===== src/rtl/sd_abort_pkg.sv =====
package sd_abort_pkg;
   typedef enum logic [1:0] {
      ST_IDLE  = 2'd0,
      ST_GAP   = 2'd1,
      ST_INH   = 2'd2,
      ST_ISSUE = 2'd3
   } abort_st_e;
endpackage


===== src/rtl/sd_abort_cmd.sv =====
module sd_abort_cmd #(
   parameter int IDX_W      = 6,
   parameter int ARG_W      = 32,
   parameter int FUNC_W     = 3,
   parameter int MEM_IDX    = 12,
   parameter int IO_IDX     = 52,
   parameter int IO_REG     = 6
) (
   input  logic              io_sel,
   input  logic [FUNC_W-1:0] func,
   output logic [IDX_W-1:0]  index,
   output logic [ARG_W-1:0]  arg,
   output logic              busy
);
   localparam int DATA_W   = 8;
   localparam int ADDR_LSB = 9;
   localparam int ADDR_W   = 17;
   localparam int WR_BIT   = ARG_W - 1;

   if (ARG_W != 32) begin : g_bad_arg
      $error("sd_abort_cmd: ARG_W must be 32");
   end
   if (FUNC_W < 1 || FUNC_W > DATA_W) begin : g_bad_func
      $error("sd_abort_cmd: FUNC_W must be 1..8");
   end
   if (MEM_IDX >= (1 << IDX_W) || IO_IDX >= (1 << IDX_W)) begin : g_bad_idx
      $error("sd_abort_cmd: index does not fit IDX_W");
   end

   logic [DATA_W-1:0] data_byte;

   if (FUNC_W == DATA_W) begin : g_full
      assign data_byte = func;
   end else begin : g_pad
      assign data_byte = {{(DATA_W-FUNC_W){1'b0}}, func};
   end

   always_comb begin
      arg = '0;
      if (io_sel) begin
         arg[WR_BIT]                   = 1'b1;
         arg[ADDR_LSB +: ADDR_W]       = ADDR_W'(IO_REG);
         arg[DATA_W-1:0]               = data_byte;
         index                         = IDX_W'(IO_IDX);
         busy                          = 1'b0;
      end else begin
         index                         = IDX_W'(MEM_IDX);
         busy                          = 1'b1;
      end
   end
endmodule


===== src/rtl/sd_abort_fsm.sv =====
module sd_abort_fsm
   import sd_abort_pkg::*;
#(
   parameter int FUNC_W = 3
) (
   input  logic              clk,
   input  logic              rst_n,
   input  logic              req_valid,
   input  logic              req_sync,
   input  logic              req_io,
   input  logic [FUNC_W-1:0] req_func,
   input  logic              cmd_inhibit,
   input  logic              gap_event,
   input  logic              cmd_ready,
   output logic              stop_gap_req,
   output logic              cmd_valid,
   output logic              io_sel,
   output logic [FUNC_W-1:0] func,
   output logic              done,
   output logic              rejected
);
   abort_st_e st_q;
   logic      io_q;
   logic [FUNC_W-1:0] func_q;
   logic      done_q, rej_q;

   always_ff @(posedge clk) begin
      if (!rst_n) begin
         st_q   <= ST_IDLE;
         io_q   <= 1'b0;
         func_q <= '0;
         done_q <= 1'b0;
         rej_q  <= 1'b0;
      end else begin
         done_q <= (st_q == ST_ISSUE) && cmd_ready;
         rej_q  <= req_valid && (st_q != ST_IDLE);
         case (st_q)
            ST_IDLE: if (req_valid) begin
               io_q   <= req_io;
               func_q <= req_func;
               st_q   <= req_sync ? ST_GAP : ST_INH;
            end
            ST_GAP:   if (gap_event)    st_q <= ST_INH;
            ST_INH:   if (!cmd_inhibit) st_q <= ST_ISSUE;
            ST_ISSUE: if (cmd_ready)    st_q <= ST_IDLE;
            default:                    st_q <= ST_IDLE;
         endcase
      end
   end

   assign stop_gap_req = (st_q == ST_GAP);
   assign cmd_valid    = (st_q == ST_ISSUE);
   assign io_sel       = io_q;
   assign func         = func_q;
   assign done         = done_q;
   assign rejected     = rej_q;


   excl_out_chk: assert property (@(posedge clk) disable iff (!rst_n)
      $onehot0({stop_gap_req, cmd_valid}));

   issue_after_inh_chk: assert property (@(posedge clk) disable iff (!rst_n)
      $rose(cmd_valid) |-> !$past(cmd_inhibit));

   gap_hold_chk: assert property (@(posedge clk) disable iff (!rst_n)
      (stop_gap_req && !gap_event) |=> stop_gap_req);

   hold_cmd_chk: assert property (@(posedge clk) disable iff (!rst_n)
      (cmd_valid && !cmd_ready) |=> (cmd_valid && $stable(io_sel) && $stable(func)));

   done_after_hs_chk: assert property (@(posedge clk) disable iff (!rst_n)
      done |-> $past(cmd_valid && cmd_ready));

   drop_after_hs_chk: assert property (@(posedge clk) disable iff (!rst_n)
      (cmd_valid && cmd_ready) |=> !cmd_valid);
endmodule


===== src/rtl/sd_abort_seq.sv =====
module sd_abort_seq #(
   parameter int IDX_W   = 6,
   parameter int ARG_W   = 32,
   parameter int FUNC_W  = 3,
   parameter int MEM_IDX = 12,
   parameter int IO_IDX  = 52,
   parameter int IO_REG  = 6
) (
   input  logic              clk,
   input  logic              rst_n,
   input  logic              req_valid,
   input  logic              req_sync,
   input  logic              req_io,
   input  logic [FUNC_W-1:0] req_func,
   input  logic              cmd_inhibit,
   input  logic              gap_event,
   output logic              stop_gap_req,
   output logic              cmd_valid,
   input  logic              cmd_ready,
   output logic [IDX_W-1:0]  cmd_index,
   output logic [ARG_W-1:0]  cmd_arg,
   output logic              cmd_busy,
   output logic              done,
   output logic              rejected
);
   logic              io_sel;
   logic [FUNC_W-1:0] func;

   sd_abort_fsm #(.FUNC_W(FUNC_W)) i_fsm (
      .clk, .rst_n, .req_valid, .req_sync, .req_io, .req_func,
      .cmd_inhibit, .gap_event, .cmd_ready,
      .stop_gap_req, .cmd_valid, .io_sel, .func, .done, .rejected
   );

   sd_abort_cmd #(
      .IDX_W(IDX_W), .ARG_W(ARG_W), .FUNC_W(FUNC_W),
      .MEM_IDX(MEM_IDX), .IO_IDX(IO_IDX), .IO_REG(IO_REG)
   ) i_cmd (
      .io_sel, .func, .index(cmd_index), .arg(cmd_arg), .busy(cmd_busy)
   );


   mem_busy_chk: assert property (@(posedge clk) disable iff (!rst_n)
      (cmd_valid && cmd_index == IDX_W'(MEM_IDX)) |-> (cmd_busy && cmd_arg == '0));

   io_nobusy_chk: assert property (@(posedge clk) disable iff (!rst_n)
      (cmd_valid && cmd_index == IDX_W'(IO_IDX)) |-> (!cmd_busy && cmd_arg[ARG_W-1]));

   arg_stable_chk: assert property (@(posedge clk) disable iff (!rst_n)
      (cmd_valid && !cmd_ready) |=> ($stable(cmd_arg) && $stable(cmd_index) && $stable(cmd_busy)));
endmodule


===== config.mk =====
export PLATFORM = sky130hd
export DESIGN_NAME = sd_abort_seq
export DESIGN_NICKNAME = d
export VERILOG_FILES = /design/src/rtl/sd_abort_pkg.sv /design/src/rtl/sd_abort_cmd.sv /design/src/rtl/sd_abort_fsm.sv /design/src/rtl/sd_abort_seq.sv
export SDC_FILE = /design/constraint.sdc
export NUM_CORES = 1
export LEC_CHECK = 0
export ABC_CLOCK_PERIOD_IN_PS = 2900
export BUFFER_PORTS_ARGS = -buffer_cell sky130_fd_sc_hd__buf_2
export CAP_MARGIN = 20
export CORE_MARGIN = 5
export CORE_UTILIZATION = 42
export CTS_CLUSTER_DIAMETER = 120
export DETAILED_ROUTE_END_ITERATION = 12
export PLACE_DENSITY = 0.88
export SLEW_MARGIN = 25
export SYNTH_ARGS = -nofsm -noshare
export SYNTH_HDL_FRONTEND = slang
export SYNTH_HIERARCHICAL = 1
export SYNTH_SLANG_ARGS = --single-unit

===== constraint.sdc =====
create_clock -name clk -period 2.9 [get_ports clk]
set_input_delay 0.87 -clock clk [delete_from_list [all_inputs] [get_ports clk]]
set_output_delay 0.87 -clock clk [all_outputs]
set_load 0.02 [all_outputs]

==> results of run 1 <==
metrics by stage:
| step | std cells | util |
|---|---|---|
| 6_report | 120 | 0.425 |
| 5_1_grt | 120 | 0.425 |
| 4_1_cts | 120 | 0.425 |
| 3_5_place_dp | 117 | 0.412 |
| 3_3_place_gp | 117 | 0.412 |
| 2_1_floorplan | 113 | - |
cell usage in the layout (no fill, tap or decap):
| master | count |
|---|---|
| conb_1 | 29 |
| buf_2 | 24 |
| nand2_1 | 9 |
| dfxtp_1 | 8 |
| nand3_1 | 4 |
| ha_1 | 4 |
| clkbuf_4 | 3 |
| inv_1 | 3 |
| and2_1 | 3 |
| a21boi_1 | 3 |
| nor2b_4 | 2 |
| nor2b_1 | 2 |
| mux2i_1 | 2 |
| nor2_1 | 1 |
| mux2_2 | 1 |
| a2111oi_4 | 1 |
| and2b_1 | 1 |
| o21ai_0 | 1 |
| a21boi_0 | 1 |
| and3_1 | 1 |
cell families after synthesis:
family | share of synthesized area
DFF | 0.219
other | 0.0103
and+or+nand+nor | 0.178
AOI/OAI and AO/OA | 0.0856
buffers and inverters | 0.396
adders and majority gates | 0.0685
muxes | 0.0428
state kept, by name (all words and copies together) (netlist names):
name	count
i_fsm/st_q	2
i_fsm/func	3
i_fsm/rejected	1
i_fsm/io_sel	1
i_fsm/done	1
worst max-delay path, cell delays in order (launching register included):
cell,delay [ns]
dfxtp_1,0.37
inv_1,0.08
ha_1,0.21
buf_2,0.17
power by group through the flow:
stage	logic (mW)	clock network (mW)	registers, mW
global placement	0.268	0	0.155
detailed placement	0.279	0	0.157
floorplan	0.282	0	0.156
finish	0.278	0.0801	0.154
CTS	0.280	0.0864	0.155
global route	0.303	0.0932	0.159
area by class of cell:
type                            instances  area share
Clock buffer                            3      0.0314
Inverter                                3      0.0157
Multi-Input combinational cell         65       0.533
Sequential cell                         8       0.223
Tap cell                               17      0.0296
Timing Repair Buffer                   24       0.167
metal layers:
metal  vias up  wire length [µm]
met4         0                 0
li1        240                 -
met5         -                 0
met2        29               673
met3         0               156
met1       210               427
worst paths after layout:
path                              startpoint                         end  slack [ns]  cells after the start
setup / recovery  i_fsm/st_q[1]$_SDFFE_PN0P_                stop_gap_req        0.97                      3
hold reg to reg   i_fsm/func[0]$_SDFFE_PN0P_  i_fsm/func[0]$_SDFFE_PN0P_        0.45                      2
hold / removal    i_fsm/func[0]$_SDFFE_PN0P_  i_fsm/func[0]$_SDFFE_PN0P_        0.45                      2
setup reg to reg  i_fsm/st_q[0]$_SDFFE_PN0P_  i_fsm/st_q[1]$_SDFFE_PN0P_        1.36                      5
==> impl_metrics.tcl, run 1 <==
set metrics [dict create \
    drv_slew 0 \
    cts_tree "built" \
    nFillCells 178 \
    cp_max_fo 4 \
    drive_gt1_frac 0.301 \
    synthFlopType "dfxtp_1" \
    total_leakage_power_nw 0.411 \
    total_power_mw 0.513 \
    peakVddDrop_mv 0.265 \
    coreArea_um2 1690 \
    grt_max_degree 11 \
    synth.ff_latch_count 8 \
    synth_common_cells "buf_4, nand2_1, dfxtp_1" \
    cts_buffer_depth 2 \
    dieArea_um2 2670 \
    postSynthCellCount 86 \
    status "finished, final reports clean" \
    initial_core_util 0.433 \
    insertion_delay_ns 0.24 \
    synth_area_um2 731 \
    cp-end-kind "output pin" \
    rsz0062_at_grt "no" \
    cts_buffers 3 \
    ys_types 21 \
    post-route-min-period_ns 1.93 \
    hold_path.class "flop to flop" \
    grtUsageMet1 0.0885 \
    ios 54 \
    ys_seq_area_frac 0.219 \
    clock_power_share 0.156 \
    use_met2 0.169 \
    area_growth_pct -1.71 \
    htreeDepth 1 \
    die_x_um 51.7 \
    synthMostInstantiatedCell "buf_4" \
    port-buffer-count 24 \
    gp_congestion 0.720 \
    fin_skew_ns 0.00448 \
    dp_hpwl_um 1120 \
    first_iter_violations 7 \
    regArea_um2 160 \
    timing.final.crit_share 0.666 \
    startpoint_type "flop" \
    place_area_um2 696 \
    die_y_um 51.7 \
    num_vias 479 \
    grt_pass1_vias 426 \
    final_nets 120 \
    p_switching_mw 0.222 \
    cts_setup_buffers 0 \
    busiest_layer "met2" \
    drc_errors 0 \
    first_pass_iters 4 \
    hold_ws_ns 0.454 \
    cts_hold_buf 0 \
    track_usage 0.0935 \
    fmax_ghz 0.517 \
    grt_pass1_wl_um 1810 \
    maxCapViolCount 0 \
    worst-endpoint-required_ns 2.03 \
    diodes 0 \
    switching_share 0.433 \
    gr-usage-met3 0.0372 \
    worst-setup-path-type "flop to output pin" \
    cts_resized 0 \
    postLayoutCellArea_um2 718 \
    setup_viol 0 \
    power_frac_comb 0.542 \
    antenna_found_initial 0 \
    vias_per_cell 3.99 \
    synth.avg_cell_area_um2 8.50 \
    fin_setup_tns_ns 0 \
    cts-root-buf "clkbuf_4" \
    worstPathArrival_ns 1.06 \
    synth_edf_count 0 \
    wl_per_cell_um 10.5 \
    p_seq_frac 0.301 \
    yosys_warnings 6 \
    intPower_mw 0.291 \
    drtAntennaViolNets 0 \
    multi_input_area_um2 383 \
    pre_cts_ws_ns 1.18 \
    pwr_density_cell_nw_per_um2 714 \
    synthArstFlopShare 0 \
    synth_top_area_frac 0.360 \
    grt_overflow 0 \
    synth_area_leaders "buf_4, dfxtp_1, ha_1" \
    setup_ws_ns 0.968 \
    cts_sinks 8 \
    hold_viol 0 \
    synth.largest_area_cell "buf_4" \
    rows 15 \
    wl_um 1260 \
    clkTransAtPathRegs_ns 0.05 \
]
(Power assumes the default switching activity.)
==> run 2: changes to the inputs <==
ABC_AREA = 1   (was default)
ABC_CLOCK_PERIOD_IN_PS = 1800   (was 2900)
CORE_UTILIZATION = 38   (was 42)
PLACE_DENSITY = 0.83   (was 0.88)
clock period = 1.8 ns   (was 2.9 ns; I/O delays follow)
==> run 2 against run 1 <==
Against the previous run: clock-buffer cell count unchanged; clock power up 64%; cell count up 20%; synthesized cell count up 16%; register-to-register slack worse by 0.87 ns; via count up 5.6%; cell area down 1.7%.
==> impl_metrics.tcl, run 2 <==
set metrics [dict create \
    track_usage 0.0847 \
    hold_end "i_fsm/func[1]$_SDFFE_PN0P_" \
    drive_gt1_frac 0.252 \
    clkTransAtPathRegs_ns 0.05 \
    coreArea_um2 1730 \
    hold_viol 0 \
    cts-root-buf "clkbuf_4" \
    port-buffer-count 24 \
    synth_area_leaders "buf_4, dfxtp_1, nand2_1" \
    grt_overflow 0 \
    rsz0062_at_grt "no" \
    r2r-end "i_fsm/st_q[1]$_SDFFE_PN0P_" \
    drtAntennaViolNets 0 \
    cp-end-kind "output pin" \
    die_x_um 52.7 \
    htreeDepth 1 \
    max_stage_delay_ns 0.38 \
    die_y_um 52.7 \
    diodes 0 \
    ios 54 \
    area_growth_pct 1.81 \
    gp_congestion 0.679 \
    cts_tree "built" \
    synth.largest_area_cell "buf_4" \
    num_vias 506 \
    peakVddDrop_mv 0.762 \
    synth_area_um2 693 \
    r2r_cells 8 \
    wl_per_cell_um 8.20 \
    synth.ff_latch_count 8 \
    critical_path_depth 3 \
    post-route-min-period_ns 1.61 \
    setup_viol 0 \
    postSynthCellCount 100 \
    synth_common_cells "buf_4, nand2_1, inv_1" \
    r2r_start "i_fsm/st_q[0]$_SDFFE_PN0P_" \
    critical_path_buf_inv_count 2 \
    postLayoutCellArea_um2 706 \
    grt_max_degree 11 \
    place_area_um2 683 \
    hold_path.class "flop to flop" \
    synthArstFlopShare 0 \
    cts_hold_buf 0 \
    initial_core_util 0.401 \
    synth_top_area_frac 0.379 \
    vias_per_cell 3.51 \
    dieArea_um2 2780 \
    worst-setup-path-type "flop to output pin" \
    drc_errors 0 \
    dp_hpwl_um 1070 \
    cp_max_fo 4 \
    grt_pass1_wl_um 1680 \
    insertion_delay_ns 0.25 \
    cts_buffers 3 \
    ys_seq_area_frac 0.231 \
    hp-start "i_fsm/func[1]$_SDFFE_PN0P_" \
    wl_um 1180 \
    cts_setup_buffers 0 \
    status "finished, final reports clean" \
    synthFlopType "dfxtp_1" \
    worstPathArrival_ns 1.07 \
    final_nets 136 \
    cts_sinks 8 \
    synth.avg_cell_area_um2 6.93 \
    yosys_warnings 6 \
    maxCapViolCount 0 \
    cts_resized 0 \
    rrSetupSlack_ns 0.49 \
    pwr_density_cell_nw_per_um2 1300 \
    grt_pass1_vias 426 \
    synthMostInstantiatedCell "buf_4" \
    mostFrequentLayoutCell "conb_1" \
    total_leakage_power_nw 0.464 \
    rows 15 \
    final_cell_mix "conb_1, buf_2, nand2_1, inv_1, nor2_1" \
    startpoint_type "flop" \
    crit_chain "inv_1, ha_1, buf_2" \
    critical_path.top_delay_family "flip-flops" \
    cts_buffer_depth 2 \
    antenna_found_initial 0 \
    fin_skew_ns 0.00724 \
    largest_register_ffs 3 \
    timing.final.crit_share 0.893 \
    first_iter_violations 0 \
    worst-endpoint-required_ns 1.26 \
    fmax_ghz 0.622 \
    first_pass_iters 1 \
    ys_types 12 \
    critical-path-slowest-cell "dfxtp_1" \
    drv_slew 0 \
    synth_edf_count 0 \
    fin_setup_tns_ns 0 \
    hold_depth 2 \
]
[run 2: cell count changes after synthesis, sizes merged, moves of 2 or more]
cell    change
nor2       +13
inv        +11
nand2       +7
o21ai       +5
a21boi      -4
nand3       -4
nor2b       -4
and2        -3
mux2i       -2
[run 2: per-layer routing]
layer / up-vias / wire, µm / track usage
met5: - / 0 / 0
met1: 212 / 419 / 0.0832
met2: 27 / 612 / 0.145
li1: 267 / - / -
met4: 0 / 0 / 0.0511
met3: 0 / 148 / 0.0370
[run 2: how the worst max path moves through the flow]
stage | startpoint | endpoint | slack, ns
floorplan | i_fsm/io_sel$_SDFFE_PN0P_ | cmd_index[3] | 0.47
global placement | i_fsm/st_q[1]$_SDFFE_PN0P_ | stop_gap_req | 0.51
detailed placement | i_fsm/st_q[1]$_SDFFE_PN0P_ | stop_gap_req | 0.46
finish | i_fsm/st_q[1]$_SDFFE_PN0P_ | stop_gap_req | 0.19
CTS | i_fsm/st_q[1]$_SDFFE_PN0P_ | stop_gap_req | 0.17
global route | i_fsm/st_q[1]$_SDFFE_PN0P_ | stop_gap_req | 0.11
[run 2: power by group]
part           switching, mW  internal, mW
combinational          0.347         0.164
clock                 0.0553        0.0759
sequential            0.0438         0.229
[run 2: cells by family after synthesis]
logic type,count (synthesis),share of synthesized area
compound gates,6,0.0433
simple gates,31,0.188
fa+ha+maj,4,0.0722
buf+inv,49,0.455
other cells,2,0.0108
flops,8,0.231
[run 2: final cells by class]
type                            count  area [µm²]
Timing Repair Buffer               24         120
Tap cell                           25        31.3
Sequential cell                     8         160
Multi-Input combinational cell     70         319
Clock buffer                        3        22.5
Inverter                           14        52.6
Fill cell                         203        1020
[run 2: per-stage QoR]
step | total power [mW] | util | hold WS, ns | setup slack (ns) | cells
finish | 0.915 | 0.409 | 0.482 | 0.192 | 144
global route | 1.01 | 0.409 | 0.505 | 0.110 | 144
CTS | 0.934 | 0.409 | 0.488 | 0.169 | 144
detailed placement | 0.794 | 0.396 | 0.476 | 0.464 | 141
global placement | 0.773 | 0.396 | 0.468 | 0.506 | 141
floorplan | 0.763 | - | 0.455 | 0.474 | 127
[run 2: tightest hold or removal path, stage by stage (launching register included)]
cell     delay, ns
dfxtp_1       0.32
nor2_1        0.05
nor2_1        0.08
==> run 3: changes to the inputs <==
RECOVER_POWER = 50   (was default)
==> run 3 against run 2 <==
Against the previous run: non-clock buffer count is the same; die area is the same; sequential share of layout area grew 0.37 points; clock skew shrank 0.0015 ns; clock power is essentially flat; highest routed layer unchanged.
==> impl_metrics.tcl, run 3 (synthesized netlist as in run 2, its figures left out) <==
set metrics [dict create \
    status "finished, final reports clean" \
    max_stage_delay_ns 0.37 \
    startpoint_type "flop" \
    cts_tree "built" \
    rows 15 \
    fmax_ghz 0.623 \
    regArea_um2 160 \
    ios 54 \
    dieArea_um2 2780 \
    dp_hpwl_um 1070 \
    cts_sinks 8 \
    critical-path-slowest-cell "dfxtp_1" \
    first_pass_iters 1 \
    insertion_delay_ns 0.25 \
    grt_pass1_vias 426 \
    final_cell_mix "conb_1, buf_2, nand2_1, inv_1, nor2_1" \
    multi_input_area_um2 312 \
    hold_ws_ns 0.481 \
    initial_core_util 0.401 \
    clkTransAtPathRegs_ns 0.05 \
    utilization 0.402 \
    hold_path.class "flop to flop" \
    rsz0062_at_grt "no" \
    cp-end-kind "output pin" \
    cts_buffer_depth 2 \
    instances_no_fill 144 \
    gp_congestion 0.679 \
    grt_max_degree 11 \
    worstPathArrival_ns 1.07 \
    vias_per_cell 3.49 \
    placedCellCount 141 \
    cts_resized 0 \
    cts_buffers 3 \
    drtAntennaViolNets 0 \
    wl_per_cell_um 8.27 \
    antenna_found_initial 0 \
    htreeDepth 1 \
    setup_viol 0 \
    die_y_um 52.7 \
    fin_skew_ns 0.00569 \
    num_vias 502 \
    nFillCells 208 \
    maxCapViolCount 0 \
    cp_max_fo 4 \
    hold_viol 0 \
    mostFrequentLayoutCell "conb_1" \
    grt_overflow 0 \
    cts-root-buf "clkbuf_4" \
    worst-setup-path-type "flop to output pin" \
    port-buffer-count 24 \
    wl_um 1190 \
    worst-endpoint-required_ns 1.26 \
    final_nets 136 \
    cts_hold_buf 0 \
    drive_gt1_frac 0.218 \
    peakVddDrop_mv 0.725 \
    drc_errors 0 \
    post-route-min-period_ns 1.61 \
    cts_setup_buffers 0 \
    timing.final.crit_share 0.892 \
    first_iter_violations 0 \
    diodes 0 \
    crit_chain "inv_1, ha_1, buf_2" \
    coreArea_um2 1730 \
    total_leakage_power_nw 0.450 \
    largest_register_ffs 3 \
    fin_setup_tns_ns 0 \
    grt_pass1_wl_um 1680 \
    die_x_um 52.7 \
    area_growth_pct 0.180 \
    drv_slew 0 \
    pwr_density_cell_nw_per_um2 1290 \
    track_usage 0.0847 \
]
run 3: final timing paths:
kind	startpoint	to	slack, ns	cells past startpoint
worst max-delay path	i_fsm/st_q[1]$_SDFFE_PN0P_	stop_gap_req	0.19	3
worst min register to register	i_fsm/func[1]$_SDFFE_PN0P_	i_fsm/func[1]$_SDFFE_PN0P_	0.48	2
worst min-delay path	i_fsm/func[1]$_SDFFE_PN0P_	i_fsm/func[1]$_SDFFE_PN0P_	0.48	2
worst max register to register	i_fsm/st_q[0]$_SDFFE_PN0P_	i_fsm/st_q[1]$_SDFFE_PN0P_	0.40	8
run 3: per-layer routing:
layer	global-route usage	up-vias	part of all wire
met4	0.0511	0	0
li1	-	267	-
met3	0.0370	0	0.13
met1	0.0832	208	0.36
met5	0	-	0
met2	0.145	27	0.51
run 3: report_power, final:
| group | internal, mW | switching [mW] |
|---|---|---|
| combinational | 0.151 | 0.339 |
| clock | 0.0758 | 0.0541 |
| sequential | 0.229 | 0.0442 |
| total | 0.456 | 0.437 |
run 3: critical path: cells and delay by family (launching register included):
| kind | cells | cell delay [ns] |
|---|---|---|
| flip-flops | 1 | 0.37 |
| buffers and inverters | 2 | 0.25 |
| adder cells (fa/ha/maj) | 1 | 0.20 |
run 3: area by class of cell:
class	instances	share of cell area
multi-input combinational	70	0.449
sequential	8	0.231
timing repair buffer	24	0.168
inverter	14	0.0757
tap	25	0.0450
clock buffer	3	0.0324
run 3: per-stage QoR:
| step | power [mW] | worst slack (ns) | instance area [µm²] |
|---|---|---|---|
| 6_report | 0.894 | 0.194 | 694 |
| 4_1_cts | 0.934 | 0.169 | 706 |
| 5_1_grt | 0.984 | 0.110 | 694 |
| 3_3_place_gp | 0.773 | 0.506 | 683 |
| 2_1_floorplan | 0.763 | 0.474 | 795 |
| 3_5_place_dp | 0.794 | 0.464 | 683 |
